===== src/rtl/rf_pkg.sv =====
package rf_pkg;
  localparam int unsigned DefDataW   = 16;
  localparam int unsigned DefNumRegs = 8;
endpackage


===== src/rtl/rf_decoder.sv =====
module rf_decoder #(
  parameter int unsigned NumOut = 8,
  parameter int unsigned IdxW   = $clog2(NumOut)
) (
  input  logic [IdxW-1:0]   idx_i,
  output logic [NumOut-1:0] oh_o
);
  for (genvar g = 0; g < NumOut; g++) begin : g_bit
    assign oh_o[g] = (idx_i == IdxW'(g));
  end
endmodule


===== src/rtl/rf_storage_reg.sv =====
module rf_storage_reg #(
  parameter int unsigned         W        = 16,
  parameter logic [W-1:0]        RstVal   = '0
) (
  input  logic         clk_i,
  input  logic         rst_ni,
  input  logic         en_i,
  input  logic         gwe_i,
  input  logic [W-1:0] d_i,
  output logic [W-1:0] q_o
);
  always_ff @(posedge clk_i or negedge rst_ni) begin
    if (!rst_ni)              q_o <= RstVal;
    else if (en_i && gwe_i)   q_o <= d_i;
  end
endmodule


===== src/rtl/rf_read_mux.sv =====
module rf_read_mux #(
  parameter int unsigned W     = 16,
  parameter int unsigned NumIn = 8,
  parameter int unsigned IdxW  = $clog2(NumIn)
) (
  input  logic [NumIn-1:0][W-1:0] in_i,
  input  logic [IdxW-1:0]         sel_i,
  output logic [W-1:0]            out_o
);
  // AND-OR select keyed off a decoded select, no priority chain
  logic [NumIn-1:0] sel_oh;
  rf_decoder #(.NumOut(NumIn), .IdxW(IdxW)) u_sel_dec (.idx_i(sel_i), .oh_o(sel_oh));

  always_comb begin
    out_o = '0;
    for (int i = 0; i < NumIn; i++) begin
      out_o = out_o | (in_i[i] & {W{sel_oh[i]}});
    end
  end
endmodule


===== src/rtl/rf_2r1w.sv =====
module rf_2r1w #(
  parameter int unsigned DataW   = rf_pkg::DefDataW,
  parameter int unsigned NumRegs = rf_pkg::DefNumRegs,
  localparam int unsigned AddrW  = $clog2(NumRegs)
) (
  input  logic             clk_i,
  input  logic             rst_ni,
  input  logic             gwe_i,
  input  logic             we_i,
  input  logic [AddrW-1:0] waddr_i,
  input  logic [DataW-1:0] wdata_i,
  input  logic [AddrW-1:0] raddr_a_i,
  input  logic [AddrW-1:0] raddr_b_i,
  output logic [DataW-1:0] rdata_a_o,
  output logic [DataW-1:0] rdata_b_o
);
  logic [NumRegs-1:0]            wr_dec;
  logic [NumRegs-1:0]            wr_en;
  logic [NumRegs-1:0][DataW-1:0] entry_q;

  rf_decoder #(.NumOut(NumRegs), .IdxW(AddrW)) u_wr_dec (.idx_i(waddr_i), .oh_o(wr_dec));

  assign wr_en = wr_dec & {NumRegs{we_i}};

  for (genvar g = 0; g < NumRegs; g++) begin : g_entry
    rf_storage_reg #(.W(DataW), .RstVal('0)) u_reg (
      .clk_i (clk_i),
      .rst_ni(rst_ni),
      .en_i  (wr_en[g]),
      .gwe_i (gwe_i),
      .d_i   (wdata_i),
      .q_o   (entry_q[g])
    );
  end

  rf_read_mux #(.W(DataW), .NumIn(NumRegs), .IdxW(AddrW)) u_rd_a (
    .in_i(entry_q), .sel_i(raddr_a_i), .out_o(rdata_a_o)
  );
  rf_read_mux #(.W(DataW), .NumIn(NumRegs), .IdxW(AddrW)) u_rd_b (
    .in_i(entry_q), .sel_i(raddr_b_i), .out_o(rdata_b_o)
  );
endmodule


===== config.mk =====
export PLATFORM = sky130hd
export DESIGN_NAME = rf_2r1w
export DESIGN_NICKNAME = d
export VERILOG_FILES = /design/src/rtl/rf_pkg.sv /design/src/rtl/rf_decoder.sv /design/src/rtl/rf_storage_reg.sv /design/src/rtl/rf_read_mux.sv /design/src/rtl/rf_2r1w.sv
export SDC_FILE = /design/constraint.sdc
export NUM_CORES = 1
export LEC_CHECK = 0
export ABC_CLOCK_PERIOD_IN_PS = 1800
export CAP_MARGIN = 10
export CORE_MARGIN = 1
export CORE_UTILIZATION = 52
export CTS_CLUSTER_SIZE = 40
export DETAILED_ROUTE_END_ITERATION = 12
export GPL_TIMING_DRIVEN = 1
export PLACE_DENSITY = 0.87
export SLEW_MARGIN = 15
export SYNTH_ARGS = -nofsm -noshare
export SYNTH_HDL_FRONTEND = slang
export SYNTH_SLANG_ARGS = --single-unit

===== constraint.sdc =====
create_clock -name clk_i -period 1.8 [get_ports clk_i]
set_clock_uncertainty 0.05 [all_clocks]
set_input_delay 0.27 -clock clk_i [delete_from_list [all_inputs] [get_ports clk_i]]
set_output_delay 0.27 -clock clk_i [all_outputs]
set_load 0.01 [all_outputs]

==> results of run 1 <==
## report_power, final
group          switching, W  total, W  internal (W)
Combinational      0.000968   0.00303       0.00206
Clock               0.00117   0.00322       0.00205
Sequential         0.000533   0.00409       0.00356
## cell families after synthesis
logic type	after synthesis	share of synthesized area
AND/OR/NAND/NOR	13	0.0158
multiplexers	224	0.487
buffers and inverters	28	0.0223
flip-flops	128	0.475
## cells in the mapped netlist
library cell	count	share of area
buf_2	9	0.0067
dfrtp_1	128	0.48
or4b_4	1	0.0020
buf_1	2	0.0011
nand3_1	1	0.00074
nor3_2	2	0.0030
nor2_1	4	0.0022
mux4_2	64	0.21
nand2_1	2	0.0011
nor4b_4	1	0.0035
clkbuf_1	10	0.0056
buf_6	2	0.0033
mux2_4	10	0.022
buf_4	5	0.0056
nand2b_4	1	0.0020
nand3b_1	1	0.0011
mux2_2	150	0.25
## worst max-delay path: stages, from the launching register on
cell and delay [ns]:
dfrtp_1 0.41, mux4_2 0.49, mux2_4 0.30, buf_6 0.12
## routing by layer
metal | GRT usage | share of wire | vias to the layer above
met5 | 0 | 0 | -
met4 | 0.0983 | 0.015 | 0
met3 | 0.0649 | 0.065 | 21
met2 | 0.469 | 0.53 | 149
met1 | 0.360 | 0.39 | 2290
li1 | - | - | 1768
## repair_timing
action | 4_1_cts | 5_1_grt
endpoints found under the setup margin | 32 | 48
pin swaps | 0 | 0
setup buffers | 16 | 5
gates resized for setup | 193 | 1
hold buffers | 1 | 0
gates cloned | 2 | 0
hold endpoints to repair | 21 | 0
## final cells by class
type	instances	area (um2)
fill	816	3810
multi-input combinational	237	3510
sequential	128	3200
timing repair buffer	120	1330
clock buffer	23	498
tap	172	215
clock inverter	6	57.6
## placed cells by master, fill, tap and decap left out, drive strengths merged
cell	synthesis	routed
buf	18	92
nor4b	1	1
bufbuf	0	2
bufinv	0	1
dlygate4sd2	0	2
dlygate4sd3	0	1
clkinv	0	4
or4b	1	1
nor3	2	2
nand3	1	1
nand3b	1	1
nor2	4	4
dfrtp	128	128
clkdlybuf4s50	0	23
nand2	2	2
clkinvlp	0	1
clkbuf	10	23
mux4	64	64
mux2	160	160
nand2b	1	1
## worst paths after layout
path | cells after the start | to | startpoint
setup / recovery | 3 | rdata_b_o[11] | g_entry[3].u_reg.q_o[11]$_DFFE_PN0P_
hold / removal | 2 | g_entry[6].u_reg.q_o[12]$_DFFE_PN0P_ | rst_ni
setup reg to reg | 3 | g_entry[2].u_reg.q_o[11]$_DFFE_PN0P_ | g_entry[2].u_reg.q_o[11]$_DFFE_PN0P_
hold reg to reg | 1 | g_entry[4].u_reg.q_o[5]$_DFFE_PN0P_ | g_entry[4].u_reg.q_o[5]$_DFFE_PN0P_
max in group asynchronous | 3 | g_entry[6].u_reg.q_o[8]$_DFFE_PN0P_ | rst_ni
min in group clk_i | 1 | g_entry[4].u_reg.q_o[5]$_DFFE_PN0P_ | g_entry[4].u_reg.q_o[5]$_DFFE_PN0P_
## metrics by stage
| stage | TNS (ns) | cells | power (W) | setup WS, ns | area, um2 |
|---|---|---|---|---|---|
| 2_1_floorplan | 0 | 393 | 0.00563 | 0.0223 | 6780 |
| 3_3_place_gp | -42.28 | 633 | 0.00655 | -0.638 | 7860 |
| 3_5_place_dp | -49.51 | 633 | 0.00672 | -0.670 | 7860 |
| 4_1_cts | -6.86 | 681 | 0.0103 | -0.242 | 8770 |
| 5_1_grt | -8.04 | 686 | 0.0108 | -0.279 | 8810 |
| 6_report | -6.61 | 686 | 0.0103 | -0.248 | 8810 |
==> flow_summary.yaml, run 1 <==
status:
  status: "finished with violations"
  failed_checks: "setup timing"
place:
  dpl.hpwl_um: 10500
  portBuffers: 60
  place.gp.congestion: 0.793
power:
  power.leakage_nw: 3.83
  ir_drop_mv: 1.14
  power.density_nw_per_um2: 1170
finish:
  top_regs: "g_entry.u_reg.q_o: 128 flops"
  largest_reg_flops: 128
  syn_to_final_growth_pct: 30.7
  nNetsFinal: 533
  top_register: "g_entry.u_reg.q_o"
  diodes: 0
  final_util: 0.698
  drive_above_1_share: 0.683
floorplan:
  io_pins: 61
  dieWidth_um: 116
  initial_core_util: 0.534
  rows: 41
  fp.dieH_um: 116
  fp.dieArea_um2: 13400
  coreArea_um2: 12600
critical_path:
  path_class: "flop to primary output"
  cp_max_fo: 3
  rrSetupSlack_ns: 0.69
  crit_arrival_ns: 1.73
  critPathLaunchType: "flop"
  endpoint_kind: "primary output"
  worst-endpoint-required_ns: 1.48
grt:
  grt_max_degree: 47
  grt-ovfl-total: 0
  grt_usage: 0.280
  grt_first_pass_wirelength_um: 26900
  grt_pass1_vias: 4773
  antenna_found_initial: 0
timing:
  hold_viol_final: 0
  hold_ws_ns: 0.271
  period_needed_ns: 2.05
  period_share: 1.14
  slew_viol_final: 0
  fmax_mhz: 488
  slew_headroom: 0.764
  rsz0062_at_grt: "true"
  layout_setup_ws_ns: -0.248
  setup_violations: 32
  tightestPinTransition_ns: 0.354
cts:
  cts.root.buffer_cell: "clkbuf_16"
  clk_latency_ns: 0.41
  cts_buffers: 17
  htree_levels: 4
  clk_path_buf_depth: 2
  cts.clk_slew.worst_paths_ns: 0.06
  cts_tree: "done"
  cts.sinks: 128
yosys:
  syn_inst: 393
  syn_area_um2: 6740
  synth_seq_cells: 128
  synth_cell_types: 17
  ys_seq_area_frac: 0.475
  ys.warnings.count: 0
  syn_nets: 422
  syn_avg_cell_area_um2: 17.2
detailed_routing:
  drc_errors: 0
  drtAntennaViolNets: 0
  first_pass_iters: 4
  vias: 4228
  wl_per_cell_um: 24.7
  viasPerCell: 6.16
  drtIter0Drc: 253
  wl_um: 17000
job:
  cap_violations: 0
hold_path:
  min_path_type: "input pin to async pin"
(Power assumes the default switching activity.)
==> run 2: changes to the inputs <==
==> constraint.sdc (replaced) <==
create_clock -name clk_i -period 1.8 [get_ports clk_i]
set_clock_uncertainty 0.05 [all_clocks]
set_input_delay 0.36 -clock clk_i [delete_from_list [all_inputs] [get_ports clk_i]]
set_output_delay 0.36 -clock clk_i [all_outputs]
set_load 0.01 [all_outputs]
==> flow_summary.yaml, run 2 (synthesis gave the netlist of run 1 again) <==
grt:
  grt_pass1_vias: 4654
  grt_usage: 0.278
  antenna_found_initial: 0
  grt_max_degree: 50
  grt_first_pass_wirelength_um: 26700
  grt-ovfl-total: 0
detailed_routing:
  drtIter0Drc: 257
  viasPerCell: 6.12
  vias: 4220
  drtAntennaViolNets: 0
  wl_um: 16900
  first_pass_iters: 5
  drc_errors: 0
  wl_per_cell_um: 24.6
timing:
  setup_violations: 32
  rsz0062_at_grt: "true"
  period_needed_ns: 2.15
  hold_ws_ns: 0.431
  fmax_mhz: 465
  slew_headroom: 0.714
  slew_viol_final: 0
  layout_setup_ws_ns: -0.351
  period_share: 1.19
  hold_viol_final: 0
  tightestPinTransition_ns: 0.429
finish:
  ff_latch_area_um2: 3200
  top_register: "g_entry.u_reg.q_o"
  top_regs: "g_entry.u_reg.q_o: 128 flops"
  layout_commonest_cell: "dfrtp_1"
  largest_reg_flops: 128
  syn_to_final_growth_pct: 31.8
  fillers: 794
  multi_input_area_um2: 3520
  drive_above_1_share: 0.683
  nNetsFinal: 534
  diodes: 0
  fin_cells: 690
  mostFrequentLayoutCells: "dfrtp_1, mux2_2, mux4_2"
critical_path:
  path_class: "flop to primary output"
  cp_max_fo: 3
  crit_arrival_ns: 1.74
  critPathLaunchType: "flop"
  endpoint_kind: "primary output"
  worst-endpoint-required_ns: 1.39
power:
  power.density_nw_per_um2: 1240
  power.leakage_nw: 3.87
  ir_drop_mv: 0.880
cts:
  cts.clk_slew.worst_paths_ns: 0.06
  cts_tree: "done"
  cts.sinks: 128
  cts_buffers: 17
  clk_path_buf_depth: 2
  clk_latency_ns: 0.42
  cts.root.buffer_cell: "clkbuf_16"
  htree_levels: 4
floorplan:
  fp.dieArea_um2: 13400
  rows: 41
  fp.dieH_um: 116
  initial_core_util: 0.534
  dieWidth_um: 116
  io_pins: 61
  coreArea_um2: 12600
place:
  dp_cells: 632
  portBuffers: 60
  place.gp.congestion: 0.781
  dpl.hpwl_um: 10200
hold_path:
  min_path_type: "input pin to async pin"
status:
  status: "finished with violations"
  failed_checks: "setup timing"
job:
  cap_violations: 0
==> run 2: changes by cell type in the layout (fill, tap and decap cells not counted), sizes merged <==
cell and delta:
clkinvlp -1, bufinv +5, clkbuf -2, buf +3
inv +1, bufbuf -2
==> run 2: layout make-up <==
cell class / count / area share
multi-input cells: 237 / 0.396
flip-flops and latches: 128 / 0.360
repair buffers: 121 / 0.145
clock buffers: 21 / 0.0507
well taps: 172 / 0.0242
clock inverters: 11 / 0.0235
==> run 2: layer usage <==
layer	vias up	GRT usage	wire length, um
li1	1778	-	-
met1	2245	0.367	6900
met2	164	0.451	8610
met3	33	0.0664	1120
met4	0	0.103	308
met5	-	0	0
==> run 2: power by group <==
| group | switching, W | internal, W | total, W | leakage [nW] |
|---|---|---|---|---|
| combinational | 0.000959 | 0.00207 | 0.00303 | 1.98 |
| sequential | 0.000542 | 0.00356 | 0.00410 | 1.57 |
| clock | 0.00125 | 0.00263 | 0.00388 | 0.325 |
==> run 2: worst paths after layout <==
path | startpoint | end | slack (ns) | depth (start not counted)
max in group asynchronous | rst_ni | g_entry[1].u_reg.q_o[3]$_DFFE_PN0P_ | 0.87 | 3
worst min-delay path | rst_ni | g_entry[7].u_reg.q_o[7]$_DFFE_PN0P_ | 0.43 | 3
worst min register to register | g_entry[6].u_reg.q_o[11]$_DFFE_PN0P_ | g_entry[6].u_reg.q_o[11]$_DFFE_PN0P_ | 0.48 | 1
worst max register to register | g_entry[0].u_reg.q_o[10]$_DFFE_PN0P_ | g_entry[0].u_reg.q_o[10]$_DFFE_PN0P_ | 0.71 | 3
min in group clk_i | g_entry[6].u_reg.q_o[11]$_DFFE_PN0P_ | g_entry[6].u_reg.q_o[11]$_DFFE_PN0P_ | 0.48 | 1
worst max-delay path | g_entry[5].u_reg.q_o[4]$_DFFE_PN0P_ | rdata_a_o[4] | -0.35 | 3
==> run 2: metrics by stage <==
step,util,setup slack [ns],power (W),area [um2],setup TNS (ns)
CTS,0.698,-0.362,0.0110,8810,-10.35
finish,0.704,-0.351,0.0110,8890,-9.98
detailed placement,0.629,-0.829,0.00684,7940,-64.75
floorplan,-,-0.00852,0.00580,7000,-0.239
global route,0.704,-0.380,0.0114,8890,-11.13
global placement,0.629,-0.803,0.00668,7940,-61.08
==> run 2: repair_timing <==
| action | CTS | global route |
|---|---|---|
| buffers inserted | 14 | 9 |
| cloned | 2 | 0 |
| pin swaps | 0 | 0 |
| endpoints found under the setup margin | 32 | 43 |
| hold buffers | 1 | 0 |
| resized for setup | 164 | 3 |
| endpoints found under the hold margin | 128 | 0 |
==> run 2: critical path, cell delays in order (launching register included) <==
cell	delay (ns)
dfrtp_1	0.41
mux4_2	0.49
mux2_4	0.30
buf_6	0.12
==> run 3: changes to the inputs <==
- PLACE_DENSITY: 0.87 -> 0.76
- SKIP_CTS_REPAIR_TIMING: default -> 1
==> flow_summary.yaml, run 3 (synthesis gave the netlist of run 1 again) <==
cts:
  cts.clk_slew.worst_paths_ns: 0.05
  cts_tree: "done"
  cts_buffers: 17
  clk_latency_ns: 0.42
  htree_levels: 4
  cts.sinks: 128
  cts.root.buffer_cell: "clkbuf_16"
  clk_path_buf_depth: 2
place:
  dpl.hpwl_um: 9800
  dp_cells: 630
  place_area_um2: 7910
  portBuffers: 60
  place_ws_ns: -0.837
  place.gp.congestion: 0.763
status:
  status: "finished with violations"
  failed_checks: "setup timing"
finish:
  top_regs: "g_entry.u_reg.q_o: 128 flops"
  fin_area_um2: 8670
  layout_commonest_cell: "dfrtp_1"
  top_register: "g_entry.u_reg.q_o"
  syn_to_final_growth_pct: 28.7
  diodes: 0
  fin_cells: 672
  mostFrequentLayoutCells: "dfrtp_1, mux2_2, mux4_2"
  largest_reg_flops: 128
  drive_above_1_share: 0.664
  nNetsFinal: 516
detailed_routing:
  viasPerCell: 6.07
  wl_um: 15700
  first_pass_iters: 4
  drc_errors: 0
  vias: 4081
  drtAntennaViolNets: 0
  wl_per_cell_um: 23.4
  drtIter0Drc: 198
critical_path:
  path_class: "flop to primary output"
  endpoint_kind: "primary output"
  worst-endpoint-required_ns: 1.39
  critPathLaunchType: "flop"
  cp_max_fo: 3
  r2r.worst_path.cells: 2
  crit_arrival_ns: 1.72
timing:
  rsz0062_at_grt: "true"
  layout_setup_ws_ns: -0.334
  hold_viol_final: 0
  tightestPinTransition_ns: 0.413
  slew_headroom: 0.724
  slew_viol_final: 0
  fmax_mhz: 469
  setup_violations: 32
  period_needed_ns: 2.13
  period_share: 1.19
power:
  power.leakage_nw: 3.76
  ir_drop_mv: 0.694
  power.density_nw_per_um2: 1220
grt:
  grt_pass1_vias: 4414
  grt_max_degree: 77
  grt-ovfl-total: 0
  grt_first_pass_wirelength_um: 24900
  antenna_found_initial: 0
  grt_usage: 0.259
floorplan:
  initial_core_util: 0.534
  rows: 41
  fp.dieArea_um2: 13400
  coreArea_um2: 12600
  dieWidth_um: 116
  io_pins: 61
  fp.dieH_um: 116
job:
  cap_violations: 0
hold_path:
  min_path_type: "input pin to async pin"
==> run 3: cell count changes in the layout (fill, tap and decap cells not counted), sizes merged <==
cell	previous run	this run
buf	95	69
bufinv	6	4
clkbuf	21	36
clkinv	4	0
dlygate4sd2	2	0
dlymetal6s2s	0	2
inv	1	0
==> run 3: worst paths after layout <==
check	from	slack [ns]	end
max in group asynchronous	rst_ni	0.67	g_entry[1].u_reg.q_o[0]$_DFFE_PN0P_
worst max register to register	g_entry[7].u_reg.q_o[15]$_DFFE_PN0P_	0.84	g_entry[7].u_reg.q_o[15]$_DFFE_PN0P_
worst min-delay path	rst_ni	0.33	g_entry[4].u_reg.q_o[10]$_DFFE_PN0P_
min in group clk_i	g_entry[6].u_reg.q_o[7]$_DFFE_PN0P_	0.48	g_entry[6].u_reg.q_o[7]$_DFFE_PN0P_
worst max-delay path	g_entry[5].u_reg.q_o[2]$_DFFE_PN0P_	-0.33	rdata_a_o[2]
worst min register to register	g_entry[6].u_reg.q_o[7]$_DFFE_PN0P_	0.48	g_entry[6].u_reg.q_o[7]$_DFFE_PN0P_
==> run 3: metrics by stage <==
stage | TNS, ns | hold slack [ns] | utilization | power (W)
after detailed placement | -64.23 | 0.223 | 0.627 | 0.00681
after CTS | -26.03 | -0.227 | 0.677 | 0.0105
after global placement | -59.57 | 0.218 | 0.627 | 0.00669
final | -9.55 | 0.329 | 0.687 | 0.0106
after floorplan | -0.239 | 0.0144 | - | 0.00580
after global routing | -11.01 | 0.344 | 0.687 | 0.0110
==> run 3: cell type report <==
class                   count  area, um2
flip-flops and latches    128       3200
clock buffers              28        517
well taps                 172        215
clock inverters             4        120
multi-input cells         237       3510
fillers                   857       3950
repair buffers            103       1110
==> run 3: power breakdown <==
part           switching (W)  total, W  internal [W]
sequential          0.000510   0.00407       0.00356
clock                0.00119   0.00369       0.00250
combinational       0.000877   0.00279       0.00192
total                0.00257    0.0106       0.00798
==> run 3: layer usage <==
layer	up-vias	global-route usage	part of all wire
li1	1737	-	-
met1	2174	0.361	0.42
met2	150	0.397	0.49
met3	20	0.0633	0.075
met4	0	0.0991	0.015
met5	-	0	0
==> run 3: critical path, cell delays in order, from the launching register on <==
cell and delay (ns):
dfrtp_1 0.40, mux4_2 0.48, mux2_4 0.30, buf_6 0.12
